==> src/rtl/orx_pkg.sv <==
package orx_pkg;
  localparam int RX_WORD_MAX = 9;

  typedef enum logic [2:0] {
    ST_IDLE  = 3'd0,
    ST_START = 3'd1,
    ST_DATA  = 3'd2,
    ST_PAR   = 3'd3,
    ST_STOP  = 3'd4
  } rx_state_e;

  typedef struct packed {
    logic [RX_WORD_MAX-1:0] data;
    logic                   noise;
    logic                   perr;
  } rx_word_t;
endpackage

==> src/rtl/orx_sync.sv <==
module orx_sync #(
  parameter int STAGES = 2
) (
  input  logic clk,
  input  logic rst_n,
  input  logic din,
  output logic dout
);
  logic [STAGES-1:0] chain;

  generate
    if (STAGES == 1) begin : g_single
      always_ff @(posedge clk or negedge rst_n) begin
        if (!rst_n) chain <= 1'b1;
        else        chain <= din;
      end
    end else begin : g_multi
      always_ff @(posedge clk or negedge rst_n) begin
        if (!rst_n) chain <= '1;
        else        chain <= {chain[STAGES-2:0], din};
      end
    end
  endgenerate

  assign dout = chain[STAGES-1];
endmodule

==> src/rtl/orx_vote.sv <==
module orx_vote (
  input  logic clk,
  input  logic rst_n,
  input  logic take,
  input  logic din,
  output logic maj,
  output logic noisy
);
  logic first_q;
  logic second_q;

  // The first two samples are kept in registers and the third is the live value.
  always_ff @(posedge clk or negedge rst_n) begin
    if (!rst_n) begin
      first_q  <= 1'b0;
      second_q <= 1'b0;
    end else if (take) begin
      first_q  <= second_q;
      second_q <= din;
    end
  end

  always_comb begin
    maj   = (first_q & second_q) | (first_q & din) | (second_q & din);
    noisy = !((first_q == second_q) && (second_q == din));
  end
endmodule

==> src/rtl/orx_frame.sv <==
module orx_frame
  import orx_pkg::*;
#(
  parameter int OS_HI = 16,
  parameter int OS_LO = 8
) (
  input  logic     clk,
  input  logic     rst_n,
  input  logic     tick,
  input  logic     line,
  input  logic     cfg_nine,
  input  logic     cfg_par_en,
  input  logic     cfg_par_odd,
  input  logic     cfg_os8,
  output logic     done,
  output rx_word_t word
);
  localparam int CNT_W = $clog2(OS_HI);
  localparam int BIT_W = $clog2(RX_WORD_MAX);
  localparam logic [CNT_W-1:0] HI_LAST = CNT_W'(OS_HI - 1);
  localparam logic [CNT_W-1:0] LO_LAST = CNT_W'(OS_LO - 1);
  localparam logic [CNT_W-1:0] HI_MID  = CNT_W'(OS_HI / 2);
  localparam logic [CNT_W-1:0] LO_MID  = CNT_W'(OS_LO / 2);
  localparam logic [BIT_W-1:0] LAST_WIDE   = BIT_W'(RX_WORD_MAX - 1);
  localparam logic [BIT_W-1:0] LAST_NARROW = BIT_W'(RX_WORD_MAX - 2);

  rx_state_e              state;
  logic [CNT_W-1:0]       cnt;
  logic [BIT_W-1:0]       bitn;
  logic [RX_WORD_MAX-1:0] sh;
  logic                   par_acc;
  logic                   noise_acc;
  logic                   line_prev;

  logic [CNT_W-1:0] os_last;
  logic [CNT_W-1:0] mid;
  logic [BIT_W-1:0] last_bit;
  logic             busy;
  logic             take;
  logic             decide;
  logic             maj;
  logic             noisy;

  always_comb begin
    os_last  = cfg_os8 ? LO_LAST : HI_LAST;
    mid      = cfg_os8 ? LO_MID : HI_MID;
    last_bit = cfg_nine ? LAST_WIDE : LAST_NARROW;
    busy     = (state != ST_IDLE);
    take     = tick && busy && ((cnt == mid - 1'b1) || (cnt == mid));
    decide   = tick && busy && (cnt == mid + 1'b1);
  end

  orx_vote u_vote (
    .clk   (clk),
    .rst_n (rst_n),
    .take  (take),
    .din   (line),
    .maj   (maj),
    .noisy (noisy)
  );

  always_ff @(posedge clk or negedge rst_n) begin
    if (!rst_n) begin
      state     <= ST_IDLE;
      cnt       <= '0;
      bitn      <= '0;
      sh        <= '0;
      par_acc   <= 1'b0;
      noise_acc <= 1'b0;
      line_prev <= 1'b1;
      done      <= 1'b0;
      word      <= '0;
    end else begin
      done <= 1'b0;
      if (tick) begin
        if (state == ST_IDLE) begin
          line_prev <= line;
          if (line_prev && !line) begin
            // The detecting tick is tick 0 of the start bit.
            state     <= ST_START;
            cnt       <= CNT_W'(1);
            bitn      <= '0;
            par_acc   <= 1'b0;
            noise_acc <= 1'b0;
          end
        end else begin
          cnt <= (cnt == os_last) ? '0 : cnt + 1'b1;
          if (decide) begin
            case (state)
              ST_START: begin
                if (maj) begin
                  state     <= ST_IDLE;
                  line_prev <= line;
                end else begin
                  noise_acc <= noise_acc | noisy;
                end
              end
              ST_DATA: begin
                sh        <= {maj, sh[RX_WORD_MAX-1:1]};
                par_acc   <= par_acc ^ maj;
                noise_acc <= noise_acc | noisy;
              end
              ST_PAR: begin
                par_acc   <= par_acc ^ maj;
                noise_acc <= noise_acc | noisy;
              end
              ST_STOP: begin
                done       <= 1'b1;
                word.data  <= cfg_nine ? sh : {1'b0, sh[RX_WORD_MAX-1:1]};
                word.noise <= noise_acc | noisy;
                word.perr  <= cfg_par_en & (par_acc ^ cfg_par_odd);
                state      <= ST_IDLE;
                line_prev  <= line;
              end
              default: ;
            endcase
          end else if (cnt == os_last) begin
            case (state)
              ST_START: state <= ST_DATA;
              ST_DATA: begin
                if (bitn == last_bit) state <= cfg_par_en ? ST_PAR : ST_STOP;
                else                  bitn  <= bitn + 1'b1;
              end
              ST_PAR:  state <= ST_STOP;
              default: ;
            endcase
          end
        end
      end
    end
  end


  cnt_bound_chk: assert property (@(posedge clk) disable iff (!rst_n)
    (state != ST_IDLE) |-> (cnt <= os_last));


  done_idle_chk: assert property (@(posedge clk) disable iff (!rst_n)
    done |-> (state == ST_IDLE));
endmodule

==> src/rtl/orx_hold.sv <==
module orx_hold
  import orx_pkg::*;
(
  input  logic     clk,
  input  logic     rst_n,
  input  logic     load,
  input  rx_word_t in_word,
  input  logic     ready,
  output logic     valid,
  output rx_word_t word,
  output logic     ovr
);
  logic accept;

  assign accept = valid && ready;

  always_ff @(posedge clk or negedge rst_n) begin
    if (!rst_n) begin
      valid <= 1'b0;
      word  <= '0;
      ovr   <= 1'b0;
    end else begin
      if (accept) begin
        valid <= 1'b0;
        ovr   <= 1'b0;
      end
      if (load) begin
        if (valid && !accept) begin
          ovr <= 1'b1;
        end else begin
          word  <= in_word;
          valid <= 1'b1;
        end
      end
    end
  end


  hold_stable_chk: assert property (@(posedge clk) disable iff (!rst_n)
    (valid && !ready) |=> (valid && $stable(word)));


  drain_chk: assert property (@(posedge clk) disable iff (!rst_n)
    (valid && ready && !load) |=> (!valid && !ovr));


  overrun_chk: assert property (@(posedge clk) disable iff (!rst_n)
    (load && valid && !ready) |=> (ovr && $stable(word)));
endmodule

==> src/rtl/os_uart_rx.sv <==
module os_uart_rx
  import orx_pkg::*;
#(
  parameter int OS_HI       = 16,
  parameter int OS_LO       = 8,
  parameter int SYNC_STAGES = 2
) (
  input  logic                   clk,
  input  logic                   rst_n,
  input  logic                   sample_tick,
  input  logic                   rx_line,
  input  logic                   cfg_nine_bit,
  input  logic                   cfg_par_en,
  input  logic                   cfg_par_odd,
  input  logic                   cfg_os8,
  input  logic                   out_ready,
  output logic                   out_valid,
  output logic [RX_WORD_MAX-1:0] out_data,
  output logic                   out_noise,
  output logic                   out_perr,
  output logic                   out_overrun
);
  logic     line_s;
  logic     frame_done;
  rx_word_t frame_word;
  rx_word_t held;

  orx_sync #(.STAGES(SYNC_STAGES)) u_sync (
    .clk   (clk),
    .rst_n (rst_n),
    .din   (rx_line),
    .dout  (line_s)
  );

  orx_frame #(.OS_HI(OS_HI), .OS_LO(OS_LO)) u_frame (
    .clk         (clk),
    .rst_n       (rst_n),
    .tick        (sample_tick),
    .line        (line_s),
    .cfg_nine    (cfg_nine_bit),
    .cfg_par_en  (cfg_par_en),
    .cfg_par_odd (cfg_par_odd),
    .cfg_os8     (cfg_os8),
    .done        (frame_done),
    .word        (frame_word)
  );

  orx_hold u_hold (
    .clk     (clk),
    .rst_n   (rst_n),
    .load    (frame_done),
    .in_word (frame_word),
    .ready   (out_ready),
    .valid   (out_valid),
    .word    (held),
    .ovr     (out_overrun)
  );

  assign out_data  = held.data;
  assign out_noise = held.noise;
  assign out_perr  = held.perr;
endmodule

==> config.mk <==
export PLATFORM = sky130hd
export DESIGN_NAME = os_uart_rx
export DESIGN_NICKNAME = d
export VERILOG_FILES = /design/src/rtl/orx_pkg.sv /design/src/rtl/orx_sync.sv /design/src/rtl/orx_vote.sv /design/src/rtl/orx_frame.sv /design/src/rtl/orx_hold.sv /design/src/rtl/os_uart_rx.sv
export SDC_FILE = /design/constraint.sdc
export NUM_CORES = 1
export LEC_CHECK = 0
export BUFFER_PORTS_ARGS = -buffer_cell sky130_fd_sc_hd__buf_2
export CAP_MARGIN = 20
export CORE_MARGIN = 5
export CORE_UTILIZATION = 60
export CTS_CLUSTER_DIAMETER = 120
export CTS_CLUSTER_SIZE = 24
export DETAILED_ROUTE_END_ITERATION = 10
export PLACE_DENSITY = 0.84
export SKIP_CTS_REPAIR_TIMING = 1
export SYNTH_ARGS = -nofsm -noshare
export SYNTH_HDL_FRONTEND = slang
export SYNTH_SLANG_ARGS = --single-unit
==> constraint.sdc <==
create_clock -name clk -period 3.3 [get_ports clk]
set_clock_uncertainty 0.15 [all_clocks]
set_input_delay 0.33 -clock clk [delete_from_list [all_inputs] [get_ports clk]]
set_output_delay 0.33 -clock clk [all_outputs]
set_load 0.02 [all_outputs]
==> results of run 1 <==
cells by family (layout without fill, tap and decap cells):
| group | Yosys count | after routing |
|---|---|---|
| AND/OR/NAND/NOR | 60 | 60 |
| flip-flops | 52 | 52 |
| AO/OA/AOI/OAI | 50 | 50 |
| multiplexers | 32 | 32 |
| buffers and inverters | 18 | 40 |
| adder cells (fa/ha/maj) | 6 | 6 |
| XOR/XNOR | 2 | 2 |
power breakdown:
group	switching (µW)	total (µW)	internal, µW
Clock	194	364	171
Sequential	145	886	741
Combinational	286	540	254
Total	624	1790	1170
state kept, by name, indices dropped and copies added (netlist names):
signal                   flops
u_sync.chain                 2
u_frame.bitn                 4
u_frame.state                3
u_frame.cnt                  4
u_hold.valid                 1
u_frame.line_prev            1
u_hold.ovr                   1
u_frame.u_vote.second_q      1
u_frame.word                11
u_frame.par_acc              1
u_frame.noise_acc            1
u_hold.word                 11
u_frame.done                 1
u_frame.u_vote.first_q       1
u_frame.sh                   9
area by class of cell:
class                   count  area share
clock buffers               7      0.0314
clock inverters             1     0.00273
inverters                   7     0.00956
multi-input cells         150       0.403
flip-flops and latches     52       0.475
well taps                  50      0.0228
repair buffers             25      0.0555
critical path: cells and delay by family, from the launching register on:
kind / cells / cell delay (ns)
simple gates: 2 / 0.81
flops: 1 / 0.41
fa+ha+maj: 1 / 0.19
buf+inv: 1 / 0.09
compound gates: 3 / 0.62
placed cells by master, fill, tap and decap left out, types with 7 or more instances in the layout:
cell type	count
mux2i_1	8
dfrtp_1	49
mux2_2	24
o21ai_0	18
nor2_1	7
buf_2	21
inv_1	7
nand2_1	20
Yosys cell counts (2+ instances only):
cell type and number:
nor2_1 7, or4_1 2, a211oi_1 2, mux2i_1 8
nand2_1 20, ha_1 6, a311oi_1 2, nor4_1 2
nand2b_1 6, or3_1 2, nor3_1 5, o22ai_1 2
o21ai_0 18, a21oi_1 6, nor2b_1 3, a22o_1 2
mux2_2 24, dfstp_2 3, and3_1 2, inv_1 7
clkbuf_1 6, nand4bb_1 2, dfrtp_1 49, buf_2 2
a211o_1 4, nand3_1 3
final timing paths:
path / depth (start not counted) / slack, ns / to / from
setup / recovery: 7 / 0.91 / u_frame.bitn[2] / u_frame.cnt[1]
hold / removal: 2 / 0.06 / u_hold.ovr / out_ready
setup reg to reg: 7 / 0.91 / u_frame.bitn[2] / u_frame.cnt[1]
hold reg to reg: 0 / 0.21 / u_sync.chain[1] / u_sync.chain[0]
max in group asynchronous: 3 / 2.23 / u_frame.word[9] / rst_n
min in group asynchronous: 2 / 0.29 / u_frame.bitn[1] / rst_n
per-layer routing:
metal | GRT usage | up-vias | share of wire
met4 | 0.0731 | 0 | 0.017
met1 | 0.221 | 842 | 0.46
li1 | - | 849 | -
met3 | 0.0311 | 8 | 0.038
met2 | 0.285 | 33 | 0.48
met5 | 0 | - | 0
through the flow:
| step | power (µW) | util | worst slack [ns] | instance area, µm² |
|---|---|---|---|---|
| finish | 1790 | 0.687 | 0.910 | 2750 |
| global route | 1910 | 0.687 | 0.718 | 2750 |
| CTS | 1790 | 0.677 | 0.915 | 2710 |
| detailed placement | 1430 | 0.654 | 0.927 | 2620 |
| global placement | 1410 | 0.654 | 0.996 | 2620 |
| floorplan | 1310 | - | 1.07 | 2490 |
==> impl_metrics.env, run 1 <==
export IMPL_synth_simple_area_share=0.129
export IMPL_ant_nets=0
export IMPL_nets=256
export IMPL_avgSynthCellArea_um2=11.3
export IMPL_yosys_warnings=0
export IMPL_syn_to_final_growth_pct=10.5
export IMPL_hold_path_class="primary input to register"
export IMPL_root_buffer="clkbuf_8"
export IMPL_clkSinkCount=52
export IMPL_postSynthCellCount=220
export IMPL_fmax_ghz=0.418
export IMPL_ys_flop_type="dfrtp_1"
export IMPL_synth_edff_count=0
export IMPL_die_area_um2=5540
export IMPL_grt_start_max_net_pins=51
export IMPL_fin_crit_sh=0.724
export IMPL_core_um2=4000
export IMPL_antennaDiodeCount=0
export IMPL_ios=22
export IMPL_numCtsBuffers=5
export IMPL_grtUsageTotal=0.171
export IMPL_grt_first_pass_wirelength_um=7340
export IMPL_fp_dieH_um=74.4
export IMPL_grt_ovfl_total=0
export IMPL_start_util=0.622
export IMPL_wirelength_um=4240
export IMPL_synth_top_family_by_area="multiplexers"
export IMPL_crit_chain="inv_1 > ha_1 > nand4bb_1 > a21oi_2 > or4_1 > o211a_1 > a211o_1"
export IMPL_worst_path_max_delay_cell="or4_1"
export IMPL_synth_xor_area_frac=0.00704
export IMPL_drt_wirelength_per_cell_um=14.5
export IMPL_cp_required_ns=3.34
export IMPL_multiInputGateArea_um2=1110
export IMPL_clk_path_buf_depth=2
export IMPL_cts_tree="done"
export IMPL_firstDrtPassIters=4
export IMPL_hold_ws_ns=0.0612
export IMPL_setup_viol=0
export IMPL_fill_cells=302
export IMPL_finalNonFillerCells=292
export IMPL_outcome="finished, final reports clean"
export IMPL_final_max_slew_viol_count=0
export IMPL_start_kind="register"
export IMPL_synth_top_cells_by_area="dfrtp_1 (49%), mux2_2 (11%), o21ai_0 (3.6%), mux2i_1 (3.2%), dfstp_2 (3.2%)"
export IMPL_antenna_found_initial=0
export IMPL_synth_compound_area_share=0.139
export IMPL_dp_hpwl_um=3050
export IMPL_ys_seq_area_frac=0.524
export IMPL_synth_seq_cells=52
export IMPL_die_w_um=74.4
export IMPL_via_per_inst=5.93
export IMPL_htreeDepth=2
export IMPL_rsz0062_at_grt="false"
export IMPL_regArea_um2=1310
export IMPL_worstSetupPathType="register to register"
export IMPL_io_buffers=21
export IMPL_drv_cap=0
export IMPL_gp_congestion=0.888
export IMPL_worst_pin_slew_ns=0.723
export IMPL_hold_viol_final=0
export IMPL_clkLatencyLatePin_ns=0.30
export IMPL_synthArstFlopShare=1.00
export IMPL_cp_end_kind="register"
export IMPL_yosys_area_top_type="dfrtp_1"
export IMPL_grt_pass1_vias=1663
export IMPL_yosys_area_share_adder=0.0302
export IMPL_period_minus_slack_ns=2.39
export IMPL_synth_distinct_cells=51
export IMPL_path_clk_slew_ns=0.09
export IMPL_dp_cells=281
export IMPL_path_max_fanout=8
export IMPL_rows=23
export IMPL_vias=1732
export IMPL_power_density_nw_per_um2=651
export IMPL_synth_mux_area_frac=0.141
export IMPL_drc_errors=0
export IMPL_p_leak_uw=0.00133
export IMPL_drt_initial_drc_count=77
export IMPL_tns_ns=0
export IMPL_synthesis_area_um2=2490
export IMPL_drive_gt1_frac=0.248
export IMPL_relSlewSlack=0.516
export IMPL_max_vdd_ir_drop_mv=0.367
export IMPL_yosysTopAreaCellShare=0.493
export IMPL_synth_nets=235
export IMPL_cp_slowest_stage_delay_ns=0.66
export IMPL_arrival_ns=2.43
Power figures use the tool's default switching activity.
==> run 2: changes to the inputs <==
CORE_UTILIZATION = 58   (was 60)
PLACE_DENSITY = 0.82   (was 0.84)
clock period = 2.28 ns   (was 3.3 ns; I/O delays follow)
==> impl_metrics.env, run 2 (same netlist as run 1, synthesis figures left out) <==
export IMPL_io_buffers=21
export IMPL_cp_end_kind="register"
export IMPL_grt_start_max_net_pins=53
export IMPL_die_w_um=75.5
export IMPL_outcome="finished, final reports clean"
export IMPL_post_place_ws_ns=-0.0232
export IMPL_fp_dieH_um=75.5
export IMPL_start_kind="register"
export IMPL_start_util=0.609
export IMPL_firstDrtPassIters=4
export IMPL_dp_cells=293
export IMPL_vias=1789
export IMPL_grtUsageTotal=0.181
export IMPL_htreeDepth=2
export IMPL_multiInputGateArea_um2=1150
export IMPL_gp_congestion=0.885
export IMPL_clk_path_buf_depth=2
export IMPL_nets=269
export IMPL_hold_ws_ns=0.0778
export IMPL_clkLatencyLatePin_ns=0.30
export IMPL_drt_initial_drc_count=84
export IMPL_p_leak_uw=0.00141
export IMPL_grt_pass1_vias=1781
export IMPL_cp_slowest_stage_delay_ns=0.54
export IMPL_worstSetupPathType="register to register"
export IMPL_ant_nets=0
export IMPL_regArea_um2=1310
export IMPL_wirelength_um=4420
export IMPL_drv_cap=0
export IMPL_fin_crit_sh=0.957
export IMPL_fill_cells=299
export IMPL_reg_top3="u_frame.word: 11 flops, u_hold.word: 11 flops, u_frame.sh: 9 flops"
export IMPL_fin_ws_ns=0.0983
export IMPL_crit_chain="nor2b_1 > o21ai_4 > or3_1 > or3_1 > o311ai_1"
export IMPL_ios=22
export IMPL_syn_to_final_growth_pct=16.8
export IMPL_dp_hpwl_um=3240
export IMPL_cp_required_ns=2.33
export IMPL_die_area_um2=5700
export IMPL_hold_path_class="primary input to register"
export IMPL_hold_viol_final=0
export IMPL_antennaDiodeCount=0
export IMPL_worst_path_max_delay_cell="dfstp_2"
export IMPL_final_common_cell="dfrtp_1"
export IMPL_period_minus_slack_ns=2.18
export IMPL_rows=23
export IMPL_drive_gt1_frac=0.318
export IMPL_path_clk_slew_ns=0.09
export IMPL_cp_common_cell="or3_1"
export IMPL_drc_errors=0
export IMPL_rsz0062_at_grt="false"
export IMPL_power_density_nw_per_um2=988
export IMPL_via_per_inst=5.87
export IMPL_grt_ovfl_total=0
export IMPL_final_max_slew_viol_count=0
export IMPL_antenna_found_initial=0
export IMPL_clkSinkCount=52
export IMPL_fmax_ghz=0.458
export IMPL_grt_first_pass_wirelength_um=7800
export IMPL_cts_tree="done"
export IMPL_finalNonFillerCells=305
export IMPL_path_max_fanout=8
export IMPL_drt_wirelength_per_cell_um=14.5
export IMPL_setup_viol=0
export IMPL_core_um2=4090
export IMPL_worst_pin_slew_ns=0.637
export IMPL_relSlewSlack=0.575
export IMPL_final_cell_mix="dfrtp_1 (49), mux2_2 (24), buf_2 (21), nand2_1 (20), o21ai_0 (18)"
export IMPL_numCtsBuffers=5
export IMPL_root_buffer="clkbuf_8"
export IMPL_arrival_ns=2.23
export IMPL_max_vdd_ir_drop_mv=0.618
## run 2: cell types whose count changed in the layout (fill, tap and decap cells not counted), sizes merged
cell	previous run	this run
clkbuf	7	6
bufinv	0	1
buf	23	35
clkinvlp	1	0
dlygate4sd3	2	3
clkinv	0	1
## run 2: layout make-up
class                      instances  share of cell area
inverter                           7             0.00904
clock inverter                     2              0.0133
multi-input combinational        150               0.395
clock buffer                       6              0.0284
tap                               50              0.0215
timing repair buffer              38              0.0839
sequential                        52               0.449
## run 2: power breakdown
group / total (µW) / leakage, µW / switching, µW / internal (µW)
Clock: 652 / 0.0000614 / 293 / 359
Combinational: 1020 / 0.000655 / 547 / 474
Sequential: 1200 / 0.000694 / 126 / 1070
Total: 2870 / 0.00141 / 966 / 1910
## run 2: metal layers
metal	GRT usage	share of wire	vias to the layer above
met1	0.220	0.44	862
met2	0.312	0.49	49
li1	-	-	869
met4	0.0777	0.022	0
met5	0	0	-
met3	0.0369	0.047	9
## run 2: worst paths after layout
path	slack [ns]	depth (start not counted)	end	start
setup / recovery	0.1	5	u_frame.bitn[3]	u_frame.line_prev
hold / removal	0.08	2	u_frame.noise_acc	sample_tick
setup reg to reg	0.1	5	u_frame.bitn[3]	u_frame.line_prev
hold reg to reg	0.21	0	u_sync.chain[1]	u_sync.chain[0]
max in group asynchronous	1.14	3	u_frame.noise_acc	rst_n
min in group asynchronous	0.41	3	u_hold.word[6]	rst_n
## run 2: worst max-delay path: cells and delay by family (launching register included)
family | cells | cell delay [ns]
AO/OA/AOI/OAI | 2 | 0.32
AND/OR/NAND/NOR | 3 | 1.06
flip-flops | 1 | 0.54
## run 2: per-stage QoR
stage                util  setup TNS [ns]  power, µW  area (µm²)
global placement    0.662               0       2150        2710
global route        0.712               0       3090        2910
floorplan               -               0       1890        2490
finish              0.712               0       2870        2910
CTS                 0.692         -0.0435       2850        2830
detailed placement  0.662         -0.0232       2190        2710
